`src/rtl/csp_pkg.sv`:
```
package csp_pkg;
  localparam int WORD_W = 16;
  localparam int WM_W   = 4;

  typedef struct packed {
    logic [3:0]      rsvd_hi;
    logic            tag_mode;
    logic            lsb_first;
    logic            rx_flush;
    logic            rsvd_lo;
    logic [WM_W-1:0] rx_wm;
    logic [WM_W-1:0] tx_wm;
  } cfg_t;

  localparam logic [15:0] CFG_MASK  = 16'h0EFF;
  localparam logic [15:0] FLUSH_BIT = 16'h0200;
endpackage

```
`src/rtl/csp_fifo.sv`:
```
module csp_fifo #(
  parameter int W     = 17,
  parameter int DEPTH = 16,
  localparam int AW   = $clog2(DEPTH),
  localparam int CW   = $clog2(DEPTH + 1)
) (
  input  logic          clk,
  input  logic          rst_n,
  input  logic          clr,
  input  logic          wr_en,
  input  logic [W-1:0]  wr_data,
  input  logic          rd_en,
  input  logic          rd_two,
  output logic [W-1:0]  head,
  output logic [W-1:0]  next,
  output logic [CW-1:0] count,
  output logic          full
);
  logic [W-1:0]  mem [DEPTH];
  logic [AW-1:0] wp, rp;
  logic [CW-1:0] pop_n;

  assign pop_n = rd_en ? (rd_two ? CW'(2) : CW'(1)) : '0;
  assign full  = (count == CW'(DEPTH));
  assign head  = mem[rp];
  assign next  = mem[rp + AW'(1)];

  always_ff @(posedge clk) begin
    if (wr_en) mem[wp] <= wr_data;
  end

  always_ff @(posedge clk or negedge rst_n) begin
    if (!rst_n) begin
      wp <= '0; rp <= '0; count <= '0;
    end else if (clr) begin
      wp <= '0; rp <= '0; count <= '0;
    end else begin
      if (wr_en) wp <= wp + AW'(1);
      rp    <= rp + AW'(pop_n);
      count <= count + CW'(wr_en) - pop_n;
    end
  end

  p_no_overflow_r10: assert property (@(posedge clk) disable iff (!rst_n)
    wr_en |-> !full);
  p_no_underflow_r10: assert property (@(posedge clk) disable iff (!rst_n)
    rd_en |-> (count >= pop_n));
endmodule

```
`src/rtl/csp_tx.sv`:
```
module csp_tx #(
  parameter int W  = 16,
  parameter int CW = 5,
  localparam int IW = $clog2(2 * W)
) (
  input  logic          clk,
  input  logic          rst_n,
  input  logic          en,
  input  logic          tag_mode,
  input  logic          lsb_first,
  input  logic          sck_rise,
  input  logic          sck_fall,
  input  logic          fs,
  input  logic [W:0]    head,
  input  logic [W:0]    next,
  input  logic [CW-1:0] count,
  output logic          pop,
  output logic          pop_two,
  output logic          sdo
);
  logic          active, len2, has_ctrl, start, last, bit_out;
  logic [IW-1:0] idx;
  logic [IW-2:0] pos;
  logic [W-1:0]  w0, w1, prim, cur;

  assign has_ctrl = (count >= CW'(2)) && next[W];
  assign start    = sck_rise && fs && en && !active && (count != '0);
  assign pop      = start;
  assign pop_two  = start && has_ctrl;

  always_comb begin
    prim = head[W-1:0];
    if (tag_mode && !head[W]) prim[0] = has_ctrl;
  end

  assign cur     = idx[IW-1] ? w1 : w0;
  assign pos     = idx[IW-2:0];
  assign bit_out = lsb_first ? cur[pos] : cur[(IW-1)'(W-1) - pos];
  assign last    = (idx == (len2 ? IW'(2*W-1) : IW'(W-1)));

  always_ff @(posedge clk or negedge rst_n) begin
    if (!rst_n) begin
      active <= 1'b0; len2 <= 1'b0; idx <= '0;
      w0 <= '0; w1 <= '0; sdo <= 1'b0;
    end else if (start) begin
      active <= 1'b1;
      len2   <= has_ctrl;
      idx    <= '0;
      w0     <= prim;
      w1     <= next[W-1:0];
    end else if (sck_fall) begin
      if (active) begin
        sdo <= bit_out;
        idx <= idx + IW'(1);
        if (last) active <= 1'b0;
      end else begin
        sdo <= 1'b0;
      end
    end
  end

  p_sdo_idle_r7: assert property (@(posedge clk) disable iff (!rst_n)
    (sck_fall && !active) |=> !sdo);
endmodule

```
`src/rtl/csp_rx.sv`:
```
module csp_rx #(
  parameter int W = 16,
  localparam int NW = $clog2(W)
) (
  input  logic         clk,
  input  logic         rst_n,
  input  logic         en,
  input  logic         lsb_first,
  input  logic         sck_rise,
  input  logic         fs,
  input  logic         sdi,
  output logic         push,
  output logic [W-1:0] data
);
  logic          active;
  logic [NW-1:0] cnt;
  logic [W-1:0]  shifted;

  assign shifted = lsb_first ? {sdi, data[W-1:1]} : {data[W-2:0], sdi};

  always_ff @(posedge clk or negedge rst_n) begin
    if (!rst_n) begin
      active <= 1'b0; cnt <= '0; data <= '0; push <= 1'b0;
    end else begin
      push <= 1'b0;
      if (sck_rise) begin
        if (active) begin
          data <= shifted;
          cnt  <= cnt + NW'(1);
          if (cnt == NW'(W-1)) begin
            active <= 1'b0;
            push   <= 1'b1;
          end
        end else if (fs && en) begin
          active <= 1'b1;
          cnt    <= '0;
        end
      end
    end
  end

  p_push_single_r7: assert property (@(posedge clk) disable iff (!rst_n)
    push |=> !push);
endmodule

```
`src/rtl/codec_sport.sv`:
```
module codec_sport
  import csp_pkg::*;
#(
  parameter int DEPTH = 16,
  localparam int W    = WORD_W,
  localparam int CW   = $clog2(DEPTH + 1)
) (
  input  logic         clk,
  input  logic         rst_n,
  input  logic         reg_wen,
  input  logic         reg_addr,
  input  logic [15:0]  reg_wdata,
  output logic [15:0]  reg_rdata,
  input  logic         tx_valid,
  output logic         tx_ready,
  input  logic [W-1:0] tx_data,
  input  logic         tx_ctrl,
  output logic         rx_valid,
  input  logic         rx_ready,
  output logic [W-1:0] rx_data,
  output logic         tx_req,
  output logic         rx_hit,
  output logic         rx_overrun,
  input  logic         sck,
  input  logic         fs,
  input  logic         sdi,
  output logic         sdo
);
  logic [15:0] cfg_q;
  cfg_t        cfg;
  logic        tx_en, rx_en, locked;
  logic [2:0]  sck_m;
  logic [1:0]  fs_m, sdi_m;
  logic        sck_rise, sck_fall;

  assign cfg    = cfg_t'(cfg_q);
  assign locked = tx_en || rx_en;

  // Codec clock domain is oversampled: two-flop synchronizers, then edge detect
  always_ff @(posedge clk or negedge rst_n) begin
    if (!rst_n) begin
      sck_m <= '0; fs_m <= '0; sdi_m <= '0;
    end else begin
      sck_m <= {sck_m[1:0], sck};
      fs_m  <= {fs_m[0], fs};
      sdi_m <= {sdi_m[0], sdi};
    end
  end
  assign sck_rise = sck_m[1] && !sck_m[2];
  assign sck_fall = !sck_m[1] && sck_m[2];

  // Register bus
  always_ff @(posedge clk or negedge rst_n) begin
    if (!rst_n) begin
      cfg_q <= '0; tx_en <= 1'b0; rx_en <= 1'b0;
    end else if (reg_wen) begin
      if (!reg_addr)
        cfg_q <= (locked ? ((cfg_q & ~FLUSH_BIT) | (reg_wdata & FLUSH_BIT))
                         : reg_wdata) & CFG_MASK;
      else begin
        tx_en <= reg_wdata[0];
        rx_en <= reg_wdata[1];
      end
    end
  end
  assign reg_rdata = reg_addr ? {14'd0, rx_en, tx_en} : cfg;

  // Transmit path
  logic [W:0]    tx_head, tx_next;
  logic [CW-1:0] tx_count;
  logic          tx_full, tx_pop, tx_pop_two;

  assign tx_ready = !tx_full;

  csp_fifo #(.W(W + 1), .DEPTH(DEPTH)) u_txq (
    .clk, .rst_n, .clr(1'b0),
    .wr_en(tx_valid && !tx_full), .wr_data({tx_ctrl, tx_data}),
    .rd_en(tx_pop), .rd_two(tx_pop_two),
    .head(tx_head), .next(tx_next), .count(tx_count), .full(tx_full));

  csp_tx #(.W(W), .CW(CW)) u_tx (
    .clk, .rst_n, .en(tx_en), .tag_mode(cfg.tag_mode), .lsb_first(cfg.lsb_first),
    .sck_rise, .sck_fall, .fs(fs_m[1]),
    .head(tx_head), .next(tx_next), .count(tx_count),
    .pop(tx_pop), .pop_two(tx_pop_two), .sdo);

  // Receive path
  logic [W-1:0]  rx_word, rx_next;
  logic [CW-1:0] rx_count;
  logic          rx_full, rx_push;

  csp_rx #(.W(W)) u_rx (
    .clk, .rst_n, .en(rx_en), .lsb_first(cfg.lsb_first),
    .sck_rise, .fs(fs_m[1]), .sdi(sdi_m[1]),
    .push(rx_push), .data(rx_word));

  assign rx_valid = (rx_count != '0) && !cfg.rx_flush;

  csp_fifo #(.W(W), .DEPTH(DEPTH)) u_rxq (
    .clk, .rst_n, .clr(cfg.rx_flush),
    .wr_en(rx_push && !rx_full && !cfg.rx_flush), .wr_data(rx_word),
    .rd_en(rx_valid && rx_ready), .rd_two(1'b0),
    .head(rx_data), .next(rx_next), .count(rx_count), .full(rx_full));

  always_ff @(posedge clk or negedge rst_n) begin
    if (!rst_n)                          rx_overrun <= 1'b0;
    else if (cfg.rx_flush)               rx_overrun <= 1'b0;
    else if (rx_push && rx_full)         rx_overrun <= 1'b1;
  end

  assign tx_req = (tx_count <= CW'(cfg.tx_wm));
  assign rx_hit = (rx_count != '0) && (rx_count >= CW'(cfg.rx_wm));

  p_cfg_locked_r5: assert property (@(posedge clk) disable iff (!rst_n)
    locked |=> ($stable(cfg_q[11:10]) && $stable(cfg_q[7:0])));
  p_flush_empty_r6: assert property (@(posedge clk) disable iff (!rst_n)
    cfg.rx_flush |=> (rx_count == '0));
  p_overrun_hold_r9: assert property (@(posedge clk) disable iff (!rst_n)
    (rx_overrun && !cfg.rx_flush) |=> rx_overrun);
  p_rx_order_r10: assert property (@(posedge clk) disable iff (!rst_n)
    (rx_valid && rx_ready && rx_count >= CW'(2) && !cfg.rx_flush)
      |=> (rx_data == $past(rx_next)));
endmodule

```
`config.mk`:
```
export PLATFORM = sky130hd
export DESIGN_NAME = codec_sport
export DESIGN_NICKNAME = d
export VERILOG_FILES = /design/src/rtl/csp_pkg.sv /design/src/rtl/csp_fifo.sv /design/src/rtl/csp_tx.sv /design/src/rtl/csp_rx.sv /design/src/rtl/codec_sport.sv
export SDC_FILE = /design/constraint.sdc
export NUM_CORES = 1
export LEC_CHECK = 0
export CORE_UTILIZATION = 55
export CTS_CLUSTER_SIZE = 20
export DETAILED_ROUTE_END_ITERATION = 10
export GPL_TIMING_DRIVEN = 0
export PLACE_DENSITY = 0.72
export RECOVER_POWER = 100
export SYNTH_ARGS = -nofsm -noshare
export SYNTH_HDL_FRONTEND = slang
export SYNTH_SLANG_ARGS = --single-unit
```
`constraint.sdc`:
```
create_clock -name clk -period 3.6 [get_ports clk]
set_input_delay 0.54 -clock clk [delete_from_list [all_inputs] [get_ports clk]]
set_output_delay 0.54 -clock clk [all_outputs]
set_load 0.02 [all_outputs]
```
**Word level (Yosys, flattened, before mapping)**

Memory sizes are Yosys's and may differ from the RTL's.
Index checks and enable logic that the tools add are counted.

- Memory bits (writable): 528
- Input port bits: 42
- Memories kept: 2
- Register bits: 109

Memory list:

| name | depth | width | rd ports | clocked after Yosys merged registers in | wr ports | line | text |
|---|---|---|---|---|---|---|---|
| u_txq.mem | 16 | 17 | 2 | 0 | 1 | csp_fifo.sv:19 | `logic [W-1:0] mem [DEPTH];` |
| u_rxq.mem | 16 | 16 | 1 | 0 | 1 | csp_fifo.sv:19 |  |

- Muxes and demuxes: 40
- Equal/unequal tests: 4
- $lt $le $gt $ge: 5
- $add $sub $neg: 12
- Bitwise gates (word level): 3
- Reduce and logical (&&, ||, !) cells: 38

Operator list:

| cell | count |
|---|---|
| $mux 16 | 2 |
| $mux 5 | 6 |
| $mux 12 | 2 |
| $mux 1 | 22 |
| $mux 4 | 5 |
| $logic_and 1x1->1 | 17 |
| $add 4x1->4 const B | 4 |
| $or 12x10->12 | 1 |
| $reduce_and 2->1 | 6 |
| $add 5x1->5 | 2 |
| $eq 5x5->1 const B | 2 |
| $lt 4x5->1 const B | 2 |
| $reduce_bool 2->1 | 5 |
| $reduce_bool 5->1 | 2 |
| $sub 5x5->5 | 2 |
| $add 4x4->4 | 2 |
| $bmux 1 s4 | 2 |
| $logic_not 1->1 | 7 |
| $add 5x1->5 const B | 1 |
| $eq 5x5->1 | 1 |
| $ge 5x2->1 const B | 1 |
| $ge 5x4->1 | 1 |
| $le 5x4->1 | 1 |
| $eq 4x4->1 const B | 1 |
| 4 further kinds | 5 |

**Depth between registers and ports, before layout**

Gate-level depths: netlist of run 1.

- Depth after elaboration: 10
- Gate-level depth with buffers: 17
- Depth with buffers taken out: 16

**By module**

Synthesis of run 1 repeated with hierarchy kept, for this count alone.

- Cells, all modules: 1751
- Area total of the unflattened synthesis: 30394.2 um^2

Modules (own cells, without submodules):

| module | times used | cells an instance | area an instance (um^2) | sequential area each (um^2) |
|---|---|---|---|---|
| csp_fifo at u_txq | 1 | 681 | 13394.1 | 8493.1 |
| csp_fifo at u_rxq | 1 | 645 | 12719.7 | 8012.7 |
| csp_tx | 1 | 229 | 2173.3 | 1001.0 |
| codec_sport | 1 | 103 | 1072.3 | 525.5 |
| csp_rx | 1 | 93 | 1034.7 | 550.5 |

**Worst setup path before layout of run 1**

No wires, ideal clock.

- Path type: register to register
- Start: reg u_txq.count[2]
- End: mem u_txq.mem[1][0], enable pin
- Library setup time: 0.435 ns
- Clock period less this slack: 3.504 ns
- Arrival time: 3.069 ns
- Cell stages (with the launch flop): 9
- Setup slack: 0.096 ns
- Path through: dfrtp_1 > inv_1 > ha_1 > nand2b_1 > or3_1 > and2_1 > clkbuf_1 > inv_2 > nor4_1

- Longest elaborated chain between the ends: 5

RTL lines:

| element | line | text |
|---|---|---|
| from (decl) | csp_fifo.sv:16 | `output logic [CW-1:0] count,` |
| from (signal assigned) | csp_fifo.sv:40 | `count <= count + CW'(wr_en) - pop_n;` |
| $eq 5x5->1 | csp_fifo.sv:24 | `assign full = (count == CW'(DEPTH));` |
| $logic_not 1->1 | - |  |
| net tx_ready | codec_sport.sv:15 | `output logic tx_ready,` |
| $logic_and 1x1->1 | codec_sport.sv:77 | `.wr_en(tx_valid && !tx_full), .wr_data({tx_ctrl, tx_data}),` |
| $mux 1 | csp_fifo.sv:29 | `if (wr_en) mem[wp] <= wr_data;` |
| $mux 1 (not written as such) | csp_fifo.sv:29 |  |
| to (decl) | csp_fifo.sv:19 |  |

The timed path passes the listed nets, and every way through them passes these cells.

**Final worst setup path of run 1**

- Start: reg u_txq.rp[1]
- End: reg u_tx.w1[1]

- Longest elaborated chain between the ends: 2

RTL lines:

| element | line | text |
|---|---|---|
| from (decl) | csp_fifo.sv:20 | `logic [AW-1:0] wp, rp;` |
| from (signal assigned) | csp_fifo.sv:39 | `rp <= rp + AW'(pop_n);` |
| $add 4x1->4 | csp_fifo.sv:26 | `assign next = mem[rp + AW'(1)];` |
| $mem_v2 16x17 | - |  |
| to (signal assigned) | csp_tx.sv:50 | `w1 <= next[W-1:0];` |
| to (decl) | csp_tx.sv:24 | `logic [W-1:0] w0, w1, prim, cur;` |

No other way between the ends.
A chain may end at the register's enable or synchronous reset.

==> summary.md, run 1 <==
| Metric | Value |
|---|---|
| Result of the run | `finished, violations left` |
| Failing checks | `capacitance limit, slew limit` |
| Number of global-route vias before repair | `around 16000` |
| Starting density of the core | `a little under three fifths` |
| Share of cells above drive strength 1 | `between 20 and 30%` |
| Period Utilization, post-route | `between 90% and 100%` |
| Clock sink count | `~640` |
| Sequential share of power | `about two fifths` |
| Synth Warn # | `0` |
| Critical path class | `reg2reg` |
| Final Wtd Congestion | `around 0.85` |
| Async S/R FF share, synth | `17.1%` |
| Iteration-0 DRC Markers | `around 1300` |
| Syn Area/Cell | `around 19 sq um` |
| Crit Path Max Fanout | `10` |
| DRT Wirelength | `66100 um` |
| Post-synth EDFFs | `around 530` |
| P&R area growth vs syn | `15.5%` |
| Clock Latency Late Sink | `about 610 ps` |
| Largest net degree at the start of global routing | `64` |
| Die height | `roughly 230 um` |
| CP required | `a little over 4000 ps` |
| Clock transition at the registers of the reported paths | `~60 ps` |
| Max-cap viol count | `1` |
| Worst Tran Pin Value | `1530 ps` |
| Worst r2r dst | `u_tx.w1[1]$_DFFE_PN0N_` |
| Worst Skew | `~22 ps` |
| Yosys top cell area share | `about 57%` |
| Critical Path Source | `u_txq.rp[1]$_DFF_PN0_` |
| Core box area | `around 50000 sq um` |
| FF-to-FF path depth | `6` |
| Yosys reg bits | `roughly 640` |
| Pleak | `~11 nW` |
| CP Capture Type | `flip-flop` |
| TritonRoute pass-1 iters | `7` |
| Final #Nets | `roughly 1800` |
| Standard-cell rows | `slightly above 80` |
| WP data arrival | `about 4000 ps` |
| ANT nets after route | `0` |
| Dpl hpwl | `between 40000 and 50000 um` |
| Worst vdd ir | `around 0.00052 V` |
| Wire length of the first global-routing pass | `99500 um` |
| Max Root-Sink Buffers | `3` |
| Initial antenna violation count | `2` |
| Final instance area | `around 32000 sq um` |
| Placement Cell Area | `roughly 30000 sq um` |
| Final hold violation count | `0` |
| DIE WIDTH | `about 230 um` |
| I/O pin cnt | `80` |
| Mapped Area | `between 20000 and 30000 sq um` |
| Fmax achieved | `0.284 GHz` |
| Pre-CTS setup slack | `-412 ps` |
| I/O Buffers | `69` |
| Metal-1 WL | `roughly 24000 um` |
| WL met3 | `3810 um` |
| Predominant post-synthesis flop cell | `edfxtp_1` |
| Gate power share | `32.9%` |
| Root buffer cell | `clkbuf_16` |
| Total Routing Usage GR | `~27%` |
| Worst setup path end | `u_tx.w1[1]$_DFFE_PN0N_` |
| Hold slack | `around 360 ps` |
| Net Sw Frac | `31.5%` |
| Worst R2R Setup Slack | `between 80 and 90 ps` |
| Clk network pwr share | `between 20% and 30%` |
| Internal power | `~17 mW` |
| Post-Synthesis Cells | `1490` |
| Max-slew headroom | `-2.32%` |
| Psw | `between 7 and 8 mW` |
| PwrDens | `between 700 and 800 nW/um^2` |
| Post-layout util | `between 60 and 70%` |
| Synth area leaders | `edfxtp_1 (57%), mux4_2 (17%), dfrtp_1 (9.8%)` |
| Top Metal Used | `met5` |
| Setup Viol. Count Final | `0` |
| Vias per cell | `roughly 6.3` |
| Total grt overflow | `0` |
| DR WL met2 | `35400 um` |
| Critical path launch point type | `flip-flop` |
| Power Total | `24.3 mW` |
| Num CTS Buffers | `67` |
| Fin crit period | `3520 ps` |
| DRC viols | `0` |
| Worst r2r src | `u_txq.rp[1]$_DFF_PN0_` |
| Worst Hold Class | `reg2reg` |
| RSZ-0062 raised after global routing | `true` |
| Leading area contributor after synthesis | `edfxtp_1` |
| Routed WL per cell | `27.7 um` |
| Synth cell types | `55` |
| Slew Limit Fails | `between 60 and 70` |
| Vias after detailed routing | `15000` |
| Seq/Total Area, Yosys | `~67%` |
| Final worst slack | `about 84 ps` |
| Filler Cells Inserted | `roughly 3500` |
| CTS tree | `yes` |
| DIE AREA | `a little over 50000 sq um` |
| H-tree depth | `3` |
[sequential cells by signal, summed over array words and instances, names as in the netlist, 2 cells and up]
signal and cells:
cfg 11, u_tx.w1 16, u_rxq.count 5, u_txq.wp 4, u_rxq.wp 4, u_tx.idx 5
u_rx.data 16, u_rxq.rp 4, sdi_m 2, sck_m 3, u_txq.count 5, u_tx.w0 16
u_rxq.mem 256, fs_m 2, u_txq.rp 4, u_txq.mem 272, u_rx.cnt 4
[repair_timing]
action,CTS,global route
endpoints found under the setup margin,20,76
hold buffers,1,0
setup buffers,0,2
gates resized for setup,55,16
hold endpoints to repair,46,0
pin swaps,0,1
[layer usage]
layer	track usage [%]	up-vias
met4	10.6	2
met5	0	-
met3	4.90	163
met1	32.2	7864
met2	48.5	573
li1	-	6386
[through the flow]
step                cells  setup TNS, ps
CTS                  2386              0
detailed placement   2267          -1300
floorplan            1494              0
global route         2389           -837
finish               2389              0
global placement     2235        -411610
[Yosys cell counts (9+ instances only)]
cell type / n
xnor2_1: 9
mux4_2: 211
ha_1: 38
nand2_1: 77
mux2i_1: 75
buf_2: 30
nand2b_1: 9
xor2_1: 12
and2_1: 14
nor2b_1: 25
mux2_2: 32
o22ai_1: 16
dfrtp_1: 109
nor2_1: 46
o21ai_0: 34
buf_4: 9
nand3_1: 9
clkbuf_1: 37
mux4_1: 12
o21ai_1: 16
inv_1: 41
edfxtp_1: 528
a21oi_1: 12
o31ai_1: 17
[layout by cell type, fill, tap and decap left out, types with 6 or more instances in the layout]
| cell type | n |
|---|---|
| a21o_1 | 6 |
| a21oi_1 | 12 |
| and2_1 | 6 |
| and2_2 | 6 |
| buf_2 | 25 |
| buf_4 | 23 |
| buf_6 | 9 |
| buf_8 | 18 |
| clkbuf_1 | 45 |
| clkbuf_16 | 69 |
| clkbuf_8 | 7 |
| clkdlybuf4s50_1 | 30 |
| clkinv_2 | 8 |
| dfrtp_1 | 109 |
| dlygate4sd2_1 | 10 |
| dlygate4sd3_1 | 23 |
| dlymetal6s2s_1 | 6 |
| edfxtp_1 | 528 |
| ha_1 | 38 |
| inv_1 | 41 |
| mux2_2 | 32 |
| mux2i_1 | 75 |
| mux4_1 | 12 |
| mux4_2 | 211 |
| nand2_1 | 77 |
| nand2b_1 | 9 |
| nand3_1 | 9 |
| nor2_1 | 26 |
| nor2_2 | 20 |
| nor2b_1 | 25 |
| nor3b_1 | 6 |
| o21ai_0 | 34 |
| o21ai_1 | 16 |
| o22ai_1 | 16 |
| o31ai_1 | 16 |
| xnor2_1 | 9 |
| xor2_1 | 11 |
[kinds of logic after synthesis]
family / Yosys count / synth area share, %
flip-flops: 637 / 66.6
multiplexers: 331 / 22.2
AND/OR/NAND/NOR: 211 / 3.66
buffers and inverters: 130 / 2.29
AO/OA/AOI/OAI: 117 / 2.55
adder cells (fa/ha/maj): 41 / 1.92
XOR/XNOR: 22 / 0.718
other: 1 / 0.0134
[worst min path at each step]
stage	from	to	slack [ps]	cells past startpoint
final	sck_m[0]$_DFF_PN0_	sck_m[1]$_DFF_PN0_	360	0
after global routing	fs_m[0]$_DFF_PN0_	fs_m[1]$_DFF_PN0_	360	0
after CTS	sdi	sdi_m[0]$_DFF_PN0_	340	1
after detailed placement	sdi_m[0]$_DFF_PN0_	sdi_m[1]$_DFF_PN0_	360	0
after global placement	sdi_m[0]$_DFF_PN0_	sdi_m[1]$_DFF_PN0_	340	0
after floorplan	rst_n	cfg[0]$_DFFE_PN0P_	240	0
[worst max-delay path, stage by stage (launching register included)]
cell and delay, ps:
dfrtp_1 450, ha_1 410, clkbuf_1 570, clkbuf_1 690
mux4_2 430, mux4_2 530, mux2_2 280
[power by group through the flow]
stage / Clock (mW) / Combinational (mW) / Sequential [mW]
floorplan: 0 / 5.55 / 9.43
global placement: 0 / 7.68 / 9.61
detailed placement: 0 / 7.88 / 9.66
CTS: 6.81 / 7.99 / 9.52
global route: 7.08 / 8.50 / 9.63
finish: 6.74 / 7.98 / 9.53
[final cells by class]
class,count,area (sq um),share of cell area (%)
well taps,672,841,2.61
repair buffers,104,1090,3.40
clock inverters,29,295,0.916
flip-flops and latches,637,18600,57.7
inverters,42,158,0.489
clock buffers,89,1840,5.72
multi-input cells,727,8820,27.4
diodes,1,2.50,0.00777
plain buffers,88,591,1.83
(Power assumes the default switching activity.)
==> inputs of run 2 (changes only) <==
Settings changed: REMOVE_ABC_BUFFERS set to 1.
==> summary.md, run 2 (synthesis gave the netlist of run 1 again) <==
| Metric | Value |
|---|---|
| Worst Tran Pin Value | `around 2400 ps` |
| Final hold violation count | `0` |
| Iteration-0 DRC Markers | `1289` |
| Clock transition at the registers of the reported paths | `roughly 60 ps` |
| RSZ-0062 raised after global routing | `false` |
| PwrDens | `761 nW/um^2` |
| Worst Skew | `15.6 ps` |
| Max Root-Sink Buffers | `3` |
| Pleak | `between 10 and 15 nW` |
| Seq. cell area | `about 19000 sq um` |
| Filler Cells Inserted | `between 3000 and 4000` |
| Max FFs per register | `272` |
| Root buffer cell | `clkbuf_16` |
| DIE WIDTH | `227 um` |
| Die height | `about 230 um` |
| WP data arrival | `about 3000 ps` |
| Worst r2r dst | `u_txq.count[4]$_DFF_PN0_` |
| Final Wtd Congestion | `roughly 0.77` |
| Clock Latency Late Sink | `roughly 580 ps` |
| Crit Path Max Fanout | `34` |
| Top Registers | `u_txq.mem x272, u_rxq.mem x256` |
| Initial antenna violation count | `2` |
| Final worst slack | `a little over 80 ps` |
| Fmax achieved | `roughly 0.28 GHz` |
| Starting density of the core | `55.7%` |
| I/O Buffers | `about 70` |
| Setup Viol. Count Final | `0` |
| Result of the run | `finished, violations left` |
| Worst r2r src | `u_txq.rp[0]$_DFF_PN0_` |
| Total grt overflow | `0` |
| P&R area growth vs syn | `15.4%` |
| Worst R2R Setup Slack | `about 190 ps` |
| Max-cap viol count | `2` |
| Fin crit period | `between 3000 and 4000 ps` |
| Vias after detailed routing | `14600` |
| Max-slew headroom | `-60.5%` |
| Cell Count, Final, Fillers Out | `2338` |
| Final #Nets | `1695` |
| Placed cell count | `2187` |
| CTS tree | `yes` |
| Dpl hpwl | `between 30000 and 40000 um` |
| Commonest non-fill, non-tap cell in the layout | `edfxtp_1` |
| CP Capture Type | `output port` |
| I/O pin cnt | `80` |
| FF-to-FF path depth | `18` |
| ANT nets after route | `0` |
| Slew Limit Fails | `between 60 and 70` |
| Total Routing Usage GR | `roughly a quarter` |
| Worst setup path end | `rx_data[14]` |
| Core box area | `50100 sq um` |
| Failing checks | `capacitance limit, slew limit` |
| Critical Path Source | `u_rxq.rp[1]$_DFF_PN0_` |
| Num CTS Buffers | `66` |
| Vias per cell | `approximately 6.2` |
| Critical path class | `reg2out` |
| Most flop-heavy register | `u_txq.mem` |
| Multi-input logic area | `8820 sq um` |
| DRT Wirelength | `roughly 63000 um` |
| H-tree depth | `3` |
| Clock sink count | `approximately 640` |
| TritonRoute pass-1 iters | `7` |
| Commonest cells after routing, fill and taps aside | `edfxtp_1 (528), mux4_2 (211), dfrtp_1 (102), nand2_1 (77), mux2i_1 (75)` |
| DIE AREA | `51600 sq um` |
| Wire length of the first global-routing pass | `around 95000 um` |
| Routed WL per cell | `between 20 and 30 um` |
| Share of cells above drive strength 1 | `between 20% and 30%` |
| Standard-cell rows | `82` |
| Pre-CTS setup slack | `-1150 ps` |
| Worst vdd ir | `just under 0.0006 V` |
| CP required | `3060 ps` |
| Hold slack | `about 350 ps` |
| Largest net degree at the start of global routing | `between 60 and 70` |
| DRC viols | `0` |
| Number of global-route vias before repair | `between 15000 and 20000` |
| Critical path launch point type | `flip-flop` |
| Period Utilization, post-route | `between 90% and 100%` |
| Worst Hold Class | `reg2reg` |
==> run 2: cell count changes in the layout (fill, tap and decap cells not counted), moves of 8 or more <==
cell,delta
dlygate4sd3_1,+9
nor2_2,-19
buf_6,-8
clkbuf_1,-20
clkbuf_2,+9
nor2_1,+15
dlygate4sd2_1,-9
buf_2,-25
o21ai_0,+12
buf_8,-10
buf_4,-11
o21ai_1,-12
==> run 2: where the power goes <==
part           switching, mW  internal, mW  total (mW)
combinational           3.67          4.15        7.81
clock                   2.75          4.18        6.93
sequential             0.841          8.92        9.76
total                   7.26          17.2        24.5
==> run 2: repair_timing <==
action,in CTS,in global routing
hold buffers,1,0
pin swaps,3,2
buffers inserted,15,7
cloned,5,0
endpoints found under the setup margin,26,1
endpoints found under the hold margin,46,0
resized for setup,5,0
==> run 2: final cells by class <==
| cell class | count | share of cell area [%] |
|---|---|---|
| Antenna cell | 2 | 0.0155 |
| Clock buffer | 89 | 5.85 |
| Clock inverter | 31 | 1.06 |
| Inverter | 42 | 0.490 |
| Multi-Input combinational cell | 727 | 27.4 |
| Sequential cell | 637 | 57.8 |
| Tap cell | 672 | 2.61 |
| Timing Repair Buffer | 138 | 4.80 |
==> run 2: stage by stage <==
step                      power, mW  area, sq um  utilization (%)  setup TNS [ps]
after floorplan                14.9        27400                -         -168200
after global placement         16.4        29000             57.8         -766490
final                          24.5        32200             64.3               0
after CTS                      24.7        32400             64.7               0
after detailed placement       17.0        29800             59.4           -5730
after global routing           25.5        32200             64.3               0
==> run 2: how the worst min path moves through the flow <==
stage                        from            endpoint  slack (ps)  depth (start not counted)
6_report        fs_m[0]$_DFF_PN0_   fs_m[1]$_DFF_PN0_         350                          0
5_1_grt        sck_m[0]$_DFF_PN0_  sck_m[1]$_DFF_PN0_         370                          0
4_1_cts        sck_m[0]$_DFF_PN0_  sck_m[1]$_DFF_PN0_         350                          0
3_5_place_dp   sck_m[0]$_DFF_PN0_  sck_m[1]$_DFF_PN0_         340                          0
3_3_place_gp   sck_m[0]$_DFF_PN0_  sck_m[1]$_DFF_PN0_         340                          0
2_1_floorplan               rst_n  cfg[0]$_DFFE_PN0P_         240                          0
==> run 2: layer usage <==
metal,global-route usage (%),vias up,wire length (um)
li1,-,6266,-
met1,30.7,7742,23700
met2,46.9,463,34700
met3,4.44,121,3170
met4,8.40,0,1830
met5,0,-,0
==> run 2: worst max-delay path: stages, from the launching register on <==
cell and delay [ps]:
dfrtp_4 640, buf_12 280, mux4_2 350, mux4_2 540
clkdlybuf4s50_1 580
